==> config.mk <==
export PLATFORM = sky130hd
export DESIGN_NAME = cheat_patch
export DESIGN_NICKNAME = d
export VERILOG_FILES = /design/src/rtl/cheat_patch.sv
export SDC_FILE = /design/constraint.sdc
export NUM_CORES = 1
export LEC_CHECK = 0
export BUFFER_PORTS_ARGS = -buffer_cell sky130_fd_sc_hd__buf_2
export CORE_UTILIZATION = 50
export CTS_BUF_LIST = sky130_fd_sc_hd__clkbuf_8 sky130_fd_sc_hd__clkbuf_16
export DETAILED_ROUTE_END_ITERATION = 7
export GPL_ROUTABILITY_DRIVEN = 0
export GPL_TIMING_DRIVEN = 1
export PLACE_DENSITY_LB_ADDON = 0.05
export SETUP_SLACK_MARGIN = 0.4
export SLEW_MARGIN = 20
export SYNTH_ARGS = -nofsm -noshare
export SYNTH_HDL_FRONTEND = slang
export SYNTH_SLANG_ARGS = --single-unit
export TNS_END_PERCENT = 10
==> constraint.sdc <==
create_clock -name clk -period 10.8 [get_ports clk]
set_input_delay 1.08 -clock clk [delete_from_list [all_inputs] [get_ports clk]]
set_output_delay 1.08 -clock clk [all_outputs]
set_load 0.05 [all_outputs]
==> src/rtl/cheat_patch.sv <==
module cheat_patch #(
  parameter int ENTRIES = 4
) (
  input  logic        clk,
  input  logic        rst_n,
  input  logic        clr,
  input  logic        sym_valid,
  input  logic [7:0]  sym_char,
  input  logic        sym_last,
  output logic        code_err,
  input  logic        rd_en,
  input  logic [15:0] rd_addr,
  input  logic [7:0]  cart_data,
  output logic [7:0]  bus_data
);
  localparam int IW = (ENTRIES > 1) ? $clog2(ENTRIES) : 1;

  logic [3:0] nib [8];
  logic [3:0] nx  [8];
  logic [3:0] cnt;
  logic       bad;
  logic [3:0] cur;
  logic       cur_ok;

  always_comb begin
    cur_ok = 1'b1;
    case (sym_char)
      8'h41: cur = 4'h0;
      8'h50: cur = 4'h1;
      8'h5A: cur = 4'h2;
      8'h4C: cur = 4'h3;
      8'h47: cur = 4'h4;
      8'h49: cur = 4'h5;
      8'h54: cur = 4'h6;
      8'h59: cur = 4'h7;
      8'h45: cur = 4'h8;
      8'h4F: cur = 4'h9;
      8'h58: cur = 4'hA;
      8'h55: cur = 4'hB;
      8'h4B: cur = 4'hC;
      8'h53: cur = 4'hD;
      8'h56: cur = 4'hE;
      8'h4E: cur = 4'hF;
      default: begin cur = 4'h0; cur_ok = 1'b0; end
    endcase
  end

  always_comb
    for (int k = 0; k < 8; k++)
      nx[k] = (cnt == 4'(k)) ? cur : nib[k];

  wire [3:0] len    = cnt + 4'd1;
  wire       long_c = (len == 4'd8);
  wire       fmt_ok = !bad && cur_ok && (len == 4'd6 || len == 4'd8);
  wire       ending = sym_valid && sym_last && !clr;

  wire [14:0] new_addr = {nx[3][2:0], nx[4][3], nx[5][2:0], nx[1][3],
                          nx[2][2:0], nx[3][3], nx[4][2:0]};
  wire [7:0]  new_data = {nx[0][3], nx[1][2:0],
                          long_c ? nx[7][3] : nx[5][3], nx[0][2:0]};
  wire [7:0]  new_cmp  = {nx[6][3], nx[7][2:0], nx[5][3], nx[6][2:0]};

  always_ff @(posedge clk or negedge rst_n)
    if (!rst_n) begin
      cnt <= '0;
      bad <= 1'b0;
    end else if (clr || (sym_valid && sym_last)) begin
      cnt <= '0;
      bad <= 1'b0;
    end else if (sym_valid) begin
      if (cnt < 4'd9) cnt <= cnt + 4'd1;
      bad <= bad || !cur_ok || (cnt >= 4'd8);
    end

  always_ff @(posedge clk)
    if (sym_valid && !sym_last && !clr)
      for (int k = 0; k < 8; k++) nib[k] <= nx[k];

  logic [ENTRIES-1:0] vld;
  logic [14:0]        t_addr [ENTRIES];
  logic [7:0]         t_data [ENTRIES];
  logic [7:0]         t_cmp  [ENTRIES];
  logic               t_use  [ENTRIES];
  logic [ENTRIES-1:0] dup;
  logic [ENTRIES-1:0] rhit;

  for (genvar i = 0; i < ENTRIES; i++) begin : g_ent
    assign dup[i]  = vld[i] && (t_addr[i] == new_addr);
    assign rhit[i] = vld[i] && rd_en && rd_addr[15] && (rd_addr[14:0] == t_addr[i]);
  end

  logic          slot_ok;
  logic [IW-1:0] wsel;

  always_comb begin
    slot_ok = 1'b0;
    wsel    = '0;
    for (int i = 0; i < ENTRIES; i++)
      if (dup[i]) begin slot_ok = 1'b1; wsel = IW'(i); end
    if (dup == '0)
      for (int i = ENTRIES - 1; i >= 0; i--)
        if (!vld[i]) begin slot_ok = 1'b1; wsel = IW'(i); end
  end

  wire commit = ending && fmt_ok && slot_ok;

  always_ff @(posedge clk or negedge rst_n)
    if (!rst_n) begin
      vld      <= '0;
      code_err <= 1'b0;
    end else begin
      code_err <= ending && !commit;
      if (clr) vld <= '0;
      else if (commit) vld[wsel] <= 1'b1;
    end

  always_ff @(posedge clk)
    if (commit) begin
      t_addr[wsel] <= new_addr;
      t_data[wsel] <= new_data;
      t_cmp[wsel]  <= new_cmp;
      t_use[wsel]  <= long_c;
    end

  always_comb begin
    bus_data = cart_data;
    for (int i = 0; i < ENTRIES; i++)
      if (rhit[i] && (!t_use[i] || cart_data == t_cmp[i])) bus_data = t_data[i];
  end
endmodule

==> results of run 1 <==
## cells by family after synthesis
group                      synth area share
and+or+nand+nor                       0.149
xor gates and xnor gates              0.134
DFF                                   0.506
adders and majority gates           0.00604
AOI/OAI and AO/OA                     0.156
buffers and inverters                0.0361
muxes                                0.0132
## stage by stage
| stage | hold slack (ns) | instance area, sq um | worst slack, ns | total power (W) | instances |
|---|---|---|---|---|---|
| 6_report | 0.485 | 10900 | 5.37 | 0.00149 | 1202 |
| 5_1_grt | 0.498 | 10900 | 5.08 | 0.00153 | 1202 |
| 4_1_cts | 0.483 | 10900 | 5.55 | 0.00149 | 1201 |
| 3_5_place_dp | 0.490 | 10300 | 5.31 | 0.000875 | 1169 |
| 3_3_place_gp | 0.480 | 10300 | 5.51 | 0.000873 | 1169 |
| 2_1_floorplan | 0.464 | 9940 | 3.96 | 0.000830 | 912 |
## worst max-delay path: cells and delay by family, from the launching register on
family             cells  cell delay (ns)
AOI/OAI and AO/OA      3             1.51
DFF                    1             1.00
and+or+nand+nor        6             2.47
## placed cells by master, fill, tap and decap left out, types with 4 or more instances in the layout
| cell type | n |
|---|---|
| a21oi_1 | 28 |
| a22o_1 | 6 |
| a31o_2 | 5 |
| a31oi_1 | 15 |
| a32oi_1 | 6 |
| and2_1 | 6 |
| and3b_1 | 4 |
| buf_2 | 46 |
| buf_4 | 9 |
| clkbuf_16 | 17 |
| clkinv_8 | 5 |
| dfrtp_1 | 10 |
| edfxtp_1 | 159 |
| ha_1 | 4 |
| inv_1 | 20 |
| mux2i_1 | 12 |
| nand2_1 | 80 |
| nand2b_1 | 13 |
| nand3_1 | 15 |
| nand3b_1 | 10 |
| nand4_1 | 23 |
| nor2_1 | 37 |
| nor3_1 | 16 |
| nor3b_1 | 6 |
| nor4_1 | 20 |
| o2111ai_1 | 9 |
| o211ai_1 | 8 |
| o21ai_0 | 59 |
| o21ai_1 | 4 |
| o221ai_1 | 4 |
| o22a_1 | 4 |
| o22ai_1 | 8 |
| o31ai_1 | 5 |
| or2_2 | 9 |
| or3b_1 | 4 |
| xnor2_1 | 81 |
| xor2_1 | 71 |
## layer usage
layer  vias up  share of wire
li1       3440              -
met1      3776           0.42
met2       573           0.42
met3       136           0.12
met4         0          0.050
met5         -              0
## report_power, final
| group | internal, W | leakage, nW | switching [W] |
|---|---|---|---|
| Sequential | 0.000720 | 1.57 | 0.00000486 |
| Combinational | 0.0000453 | 1.83 | 0.0000957 |
| Clock | 0.000317 | 0.299 | 0.000307 |
## registers in the layout, indices dropped and copies added (netlist names)
signal and count:
t_addr 60, t_cmp 32, t_data 32, nib 31
cnt 4, t_use 4, vld 4, bad 1
code_err 1
## final timing paths
kind	from	end	slack, ns	cells after the start
max	cnt[2]$_DFFE_PN0P_	t_addr[1][11]$_DFFE_PP_	5.37	9
min	rst_n	cnt[1]$_DFFE_PN0P_	0.49	1
max reg2reg	cnt[2]$_DFFE_PN0P_	t_addr[1][11]$_DFFE_PP_	5.37	9
min reg2reg	bad$_DFFE_PN0P_	bad$_DFFE_PN0P_	0.51	2
max in group asynchronous	rst_n	cnt[2]$_DFFE_PN0P_	10.11	1
min in group clk	bad$_DFFE_PN0P_	bad$_DFFE_PN0P_	0.51	2
## area by class of cell
class	instances	area (sq um)
antenna	1	2.50
clock buffer	17	425
clock inverter	15	191
fill	1680	8530
inverter	20	75.1
multi-input combinational	660	4580
sequential	169	5020
tap	265	332
timing repair buffer	55	298
==> impl_metrics.json, run 1 <==
{
  "ys_async_sr_fraction": 0.0592,
  "grt_pass1_wl_mm": 46.3,
  "grt_antenna_before_repair": 1,
  "fmax_ghz": 0.184,
  "synthCells": 912,
  "grt_max_degree": 34,
  "maxCapViolCount": 0,
  "vias": 7925,
  "synth_top_area_cell": "edfxtp_1",
  "ctsResizeCount": 0,
  "yosysWarnings": 0,
  "wl_mm": 31.5,
  "busiest_layer": "met2",
  "netlist.area_leader.share": 0.480,
  "dieHeight_um": 143,
  "cts_buffer_depth": 2,
  "yosys_register_bits": 169,
  "skew_ns": 0.0180,
  "worst_setup_path_end_kind": "register",
  "vias_per_cell": 6.59,
  "power_density_mw_per_mm2": 136,
  "gr-usage-met1": 0.444,
  "relSlewSlack": 0.213,
  "nets": 965,
  "synthFlopType": "edfxtp_1",
  "period_share": 0.503,
  "ir_drop_v": 0.000101,
  "clock_sinks": 169,
  "yosysSeqAreaShare": 0.506,
  "cp-start-kind": "register",
  "cp.required_ns": 10.85,
  "synthTopCellsByArea": "edfxtp_1 48%, xnor2_1 7.1%, xor2_1 6.3%",
  "syn_area_per_cell_sq_um": 10.9,
  "die_area_sq_mm": 0.0204,
  "die_x_um": 143,
  "insertion_delay_ns": 0.45,
  "initial_core_util": 0.511,
  "post-route-min-period_ns": 5.43,
  "cts_tree": "done",
  "track_usage": 0.317,
  "core_area_sq_mm": 0.0195,
  "rsz0062_at_grt": "no",
  "clk_pin_slew_worst_paths_ns": 0.08,
  "max_stage_delay_ns": 1.00,
  "hold_viol_final": 0,
  "cts_made_buffers": 17,
  "drtPass1Iterations": 6,
  "status": "finished clean",
  "drive_gt1_frac": 0.134,
  "cpMaxStageDelayCell": "dfrtp_1",
  "setup_viol": 0,
  "crit_chain": "nand3b_1, o31ai_2, nor2_1, a2111oi_2, o2111ai_1, and2_4, nand3_1, nand3_1, nor2_4",
  "portBuffers": 46,
  "critPathArrivalTime_ns": 5.48,
  "cts_hold_buf": 0,
  "hold_class": "input pin to async pin",
  "synth_enable_flop_cells": 159,
  "critPathMaxFanout": 32,
  "leakagePower_nw": 3.70,
  "grt_pass1_vias": 7394,
  "root_buffer": "clkbuf_16",
  "yosys.cell_types.count": 92,
  "hpwl_mm": 22.0,
  "drt.antenna.violating_nets": 0,
  "area_growth_pct": 10.0,
  "drv_slew": 0,
  "drt_iter0_markers": 1186,
  "drcViolationCount": 0,
  "htree_num_levels": 4,
  "routedWlPerCell_um": 26.2,
  "worstSetupPathType": "register to register",
  "synth_nets": 954,
  "fin_tns_setup_ns": 0,
  "synthTopCellsByCount": "159 x edfxtp_1, 81 x xnor2_1, 80 x nand2_1, 71 x xor2_1, 59 x o21ai_0",
  "io_pins": 47,
  "use_met2": 0.452,
  "post-cts-setup-buffer-count": 0,
  "grtUsageMet3": 0.0852,
  "yosysMostFrequentCell": "edfxtp_1",
  "worst_slew_pin_slew_ns": 1.18,
  "syn_area_sq_mm": 0.00994,
  "cp_common_cell": "nand3_1",
  "row_count": 51,
  "post-route-util": 0.562,
  "grt_remaining_overflow": 0
}
Note: power is estimated with default switching activity, not from simulation.
==> run 2, diff against run 1 <==
Settings changed: ABC_AREA from default to 1.
Clock period 10.8 ns to 5.44 ns, I/O delays scaled along.
==> impl_metrics.json, run 2 <==
{
  "io_pins": 47,
  "top_register": "t_addr",
  "period_share": 0.772,
  "ctsResizeCount": 0,
  "combPwrFrac": 0.105,
  "post-route-util": 0.575,
  "regArea_sq_mm": 0.00502,
  "setup_viol": 0,
  "ys_async_sr_fraction": 0.0592,
  "yosys.cell_types.count": 44,
  "cts_tree": "done",
  "maxCapViolCount": 0,
  "finalWorstSetupSlack_ns": 1.24,
  "mostFrequentLayoutCells": "265 x nand2_1, 159 x edfxtp_1, 103 x inv_1, 103 x nor2_1, 84 x nand3_1",
  "yosys_register_bits": 169,
  "drv_slew": 0,
  "drcViolationCount": 0,
  "row_count": 49,
  "vias": 7213,
  "p_clk_frac": 0.413,
  "htree_num_levels": 4,
  "drive_gt1_frac": 0.147,
  "routedWlPerCell_um": 19.9,
  "r2r_slack_ns": 1.26,
  "portBuffers": 46,
  "skew_ns": 0.00906,
  "hold_class": "input pin to register",
  "root_buffer": "clkbuf_16",
  "critPathMaxFanout": 16,
  "grt_pass1_wl_mm": 39.2,
  "yosysWarnings": 0,
  "swShare": 0.259,
  "grt_max_degree": 33,
  "final_cells": 1292,
  "largest_register_ffs": 60,
  "grt_remaining_overflow": 0,
  "yosysSeqAreaShare": 0.547,
  "synth_enable_flop_cells": 159,
  "place_ws_ns": 1.26,
  "hold_viol_final": 0,
  "synth_top_area_cell": "edfxtp_1",
  "insertion_delay_ns": 0.43,
  "nets": 1092,
  "hpwl_mm": 19.2,
  "diodes": 0,
  "wl_mm": 25.7,
  "ir_drop_v": 0.000221,
  "syn_area_sq_mm": 0.00918,
  "core_area_sq_mm": 0.0180,
  "grt_antenna_before_repair": 0,
  "track_usage": 0.290,
  "netlist.area_leader.share": 0.520,
  "rsz0062_at_grt": "no",
  "syn_area_per_cell_sq_um": 9.25,
  "yosysMostFrequentCell": "nand2_1",
  "clk_pin_slew_worst_paths_ns": 0.07,
  "multi_input_area_sq_mm": 0.00369,
  "cp.required_ns": 4.90,
  "die_area_sq_mm": 0.0189,
  "final_common_cell": "nand2_1",
  "clock_sinks": 169,
  "num-fill-cells": 1645,
  "status": "finished clean",
  "synthTopCellsByCount": "265 x nand2_1, 159 x edfxtp_1, 105 x nor2_1, 103 x inv_1, 84 x nand3_1",
  "drtPass1Iterations": 5,
  "worstSetupPathType": "register to primary output",
  "place_inst": 1258,
  "synthFlopType": "edfxtp_1",
  "initial_core_util": 0.511,
  "power_frac_seq": 0.482,
  "cp-start-kind": "register",
  "top_regs": "t_addr (60), t_cmp (32), t_data (32)",
  "leakagePower_nw": 4.28,
  "hold_ws_ns": 0.332,
  "critPathArrivalTime_ns": 3.65,
  "cts_buffer_depth": 2,
  "post-route-min-period_ns": 4.20,
  "fmax_ghz": 0.238,
  "synthTopCellsByArea": "edfxtp_1 52%, nand2_1 11%, nand3_1 4.6%",
  "fin_tns_setup_ns": 0,
  "drt.antenna.violating_nets": 0,
  "vias_per_cell": 5.58,
  "grt_pass1_vias": 6883,
  "power_density_mw_per_mm2": 293,
  "dieHeight_um": 138,
  "worst_slew_pin_slew_ns": 0.932,
  "switching_power_w": 0.000785,
  "worst_setup_path_end_kind": "primary output",
  "drt_iter0_markers": 747,
  "synthCells": 992,
  "relSlewSlack": 0.372,
  "die_x_um": 138,
  "area_growth_pct": 12.6,
  "p_int_w": 0.00224,
  "synth_nets": 1034,
  "cts_made_buffers": 17
}
[run 2: changes by cell type in the layout (fill, tap and decap cells not counted), moves of 13 or more]
cell      change
nand2_2      +16
nand2b_1     -13
inv_1        +83
xor2_1       -37
nand2_1     +185
nand3_1      +69
nor2_1       +66
xnor2_1      -50
a21oi_1      -20
o21ai_0      -53
[run 2: path summary, 6_finish.rpt]
check                                  startpoint                endpoint  cells after the start
setup reg to reg               cnt[1]$_DFFE_PN0P_  t_addr[1][3]$_DFFE_PP_                     17
setup / recovery           t_addr[0][7]$_DFFE_PP_             bus_data[1]                      8
max in group asynchronous                   rst_n      cnt[3]$_DFFE_PN0P_                      2
hold / removal                                clr      vld[2]$_DFFE_PN0P_                      2
min in group asynchronous                   rst_n      vld[2]$_DFFE_PN0P_                      2
hold reg to reg                   bad$_DFFE_PN0P_         bad$_DFFE_PN0P_                      2
[run 2: critical path, stage by stage (launching register included)]
cell and delay [ns]:
edfxtp_1 0.43, xor2_1 0.21, nor4_1 0.36, nor3b_1 0.54, nand4_1 0.66, o211ai_1 0.40, o211ai_1 0.17, a31oi_1 0.15
buf_2 0.29
[run 2: kinds of logic after synthesis]
logic type,after synthesis,synth area share
mux,4,0.00491
simple gates,550,0.272
flops,169,0.547
xor+xnor,65,0.0620
buf+inv,125,0.0527
compound gates,75,0.0553
fa+ha+maj,4,0.00545
[run 2: per-layer routing]
| layer | vias up | track usage | wire [um] |
|---|---|---|---|
| met3 | 68 | 0.0383 | 1400 |
| met5 | - | 0 | 0 |
| met2 | 264 | 0.483 | 12300 |
| met1 | 3406 | 0.369 | 10800 |
| met4 | 0 | 0.152 | 1190 |
| li1 | 3475 | - | - |
[run 2: through the flow]
step,instance area [sq um],total power (W)
after floorplan,9180,0.00169
after global routing,10300,0.00312
after global placement,9690,0.00180
after CTS,10300,0.00304
final,10300,0.00303
after detailed placement,9690,0.00180
[run 2: power groups by stage]
stage / Clock, W / Sequential [W] / Combinational [W]
6_report: 0.00125 / 0.00146 / 0.000318
5_1_grt: 0.00131 / 0.00146 / 0.000353
4_1_cts: 0.00126 / 0.00146 / 0.000314
3_5_place_dp: 0 / 0.00149 / 0.000312
3_3_place_gp: 0 / 0.00149 / 0.000313
2_1_floorplan: 0 / 0.00149 / 0.000205
[run 2: final cells by class]
class	instances	share of cell area
Clock buffer	17	0.0412
Clock inverter	15	0.0174
Inverter	110	0.0400
Multi-Input combinational cell	698	0.357
Sequential cell	169	0.486
Tap cell	229	0.0277
Timing Repair Buffer	54	0.0303
[run 2: timing repair]
| item | 4_1_cts | 5_1_grt |
|---|---|---|
| hold endpoints to repair | 10 | 0 |
| buffers inserted | 0 | 0 |
| hold buffers | 1 | 0 |
==> run 3, diff against run 2 <==
Clock period 5.44 ns to 4.3 ns, I/O delays scaled along.
==> impl_metrics.json, run 3 (same netlist as run 2, synthesis figures left out) <==
{
  "top_register": "t_addr",
  "routedWlPerCell_um": 19.8,
  "cp-start-kind": "register",
  "root_buffer": "clkbuf_16",
  "drv_slew": 0,
  "initial_core_util": 0.511,
  "final_common_cell": "nand2_1",
  "max_stage_delay_ns": 0.44,
  "area_growth_pct": 12.9,
  "drive_gt1_frac": 0.153,
  "top_regs": "t_addr (60), t_cmp (32), t_data (32)",
  "nets": 1101,
  "status": "finished clean",
  "vias": 7282,
  "clock_sinks": 169,
  "cpMaxStageDelayCell": "nand2_1",
  "critPathArrivalTime_ns": 3.24,
  "die_x_um": 138,
  "grt_max_degree": 33,
  "core_area_sq_mm": 0.0180,
  "worst_slew_pin_slew_ns": 0.721,
  "cts_made_buffers": 17,
  "cp.required_ns": 3.87,
  "drcViolationCount": 0,
  "crit_chain": "xnor2_1, nand3_1, nor3_1, nand4_1, nor4_1, nand2_1, o211ai_1, o211ai_1, a31oi_1, buf_2",
  "io_pins": 47,
  "portBuffers": 46,
  "largest_register_ffs": 60,
  "grt_pass1_wl_mm": 39.5,
  "critPathBufInv": 1,
  "drtPass1Iterations": 8,
  "setup_viol": 0,
  "wl_mm": 25.8,
  "dieHeight_um": 138,
  "cp_common_cell": "o211ai_1",
  "worstSetupPathType": "register to primary output",
  "use_met2": 0.498,
  "skew_ns": 0.0130,
  "relSlewSlack": 0.515,
  "clk_pin_slew_worst_paths_ns": 0.07,
  "fmax_ghz": 0.272,
  "r2r_slack_ns": 0.65,
  "period_share": 0.854,
  "cts_tree": "done",
  "power_density_mw_per_mm2": 356,
  "track_usage": 0.292,
  "hold_ws_ns": 0.225,
  "htree_num_levels": 4,
  "vias_per_cell": 5.60,
  "drt_iter0_markers": 790,
  "hold_viol_final": 0,
  "insertion_delay_ns": 0.43,
  "grt_pass1_vias": 7020,
  "crit_family": "simple AND/OR/NAND/NOR gates",
  "grtUsageMet3": 0.0464,
  "diodes": 0,
  "maxCapViolCount": 0,
  "cts_buffer_depth": 2,
  "critPathMaxFanout": 16,
  "mostFrequentLayoutCells": "265 x nand2_1, 159 x edfxtp_1, 105 x inv_1",
  "post-cts-setup-buffer-count": 0,
  "grt_remaining_overflow": 0,
  "busiest_layer": "met2",
  "leakagePower_nw": 4.29,
  "ir_drop_v": 0.000288,
  "worst_setup_path_end_kind": "primary output",
  "grt_antenna_before_repair": 0,
  "gr-usage-met1": 0.365,
  "fin_tns_setup_ns": 0,
  "hpwl_mm": 19.5,
  "die_area_sq_mm": 0.0189,
  "hold_class": "input pin to register",
  "row_count": 49,
  "post-route-min-period_ns": 3.67,
  "drt.antenna.violating_nets": 0,
  "rsz0062_at_grt": "no"
}
[run 3: final timing paths]
path | from | to | cells after the start
worst max register to register | cnt[0]$_DFFE_PN0P_ | t_addr[1][13]$_DFFE_PP_ | 19
worst max-delay path | t_addr[1][8]$_DFFE_PP_ | bus_data[2] | 10
worst min register to register | bad$_DFFE_PN0P_ | bad$_DFFE_PN0P_ | 2
worst min-delay path | clr | vld[2]$_DFFE_PN0P_ | 2
max in group asynchronous | rst_n | cnt[2]$_DFFE_PN0P_ | 2
min in group asynchronous | rst_n | code_err$_DFF_PN0_ | 2
[run 3: worst reg2reg max path, cell delays in order (launching register included)]
cell and delay (ns):
dfrtp_1 0.42, inv_1 0.13, ha_1 0.18, inv_1 0.04, nor2_1 0.34, inv_1 0.21
nand2_1 0.20, nand2_1 0.20, nand2_1 0.10, nand2_1 0.05, nor2_1 0.10, nand3_1 0.11
nor2_1 0.15, nand3_1 0.15, nand3b_2 0.16, nand3_1 0.17, inv_1 0.09, nand2_1 0.07
inv_1 0.21, buf_12 0.24
[run 3: stage by stage]
step                total power [W]  worst slack [ns]  utilization  instances  cell area (sq um)
detailed placement          0.00228             0.353        0.545       1267               9780
finish                      0.00370             0.626        0.577       1301              10400
global route                0.00382             0.442        0.577       1301              10400
global placement            0.00228             0.446        0.545       1267               9780
floorplan                   0.00214             0.531            -        992               9180
CTS                         0.00370             0.515        0.576       1300              10300
[run 3: cell type report]
type | instances | area [sq um]
clock buffers | 17 | 425
multi-input cells | 698 | 3700
flip-flops and latches | 169 | 5020
fillers | 1630 | 7590
well taps | 229 | 287
repair buffers | 63 | 398
clock inverters | 15 | 123
inverters | 110 | 413
[run 3: report_power, final]
part	internal (W)	switching, W
Clock	0.000751	0.000695
Combinational	0.000120	0.000283
Sequential	0.00184	0.00000855
Total	0.00271	0.000986
[run 3: metal layers]
layer	vias up	wire length, um	part of all wire
li1	3482	-	-
met5	-	0	0
met2	266	12600	0.49
met3	69	1260	0.049
met1	3465	11000	0.43
met4	0	981	0.038
[run 3: timing repair]
| action | CTS | global route |
|---|---|---|
| endpoints found under the setup margin | 0 | 76 |
| hold buffers | 1 | 0 |
| gates resized for setup | 0 | 2 |
| endpoints found under the hold margin | 10 | 0 |
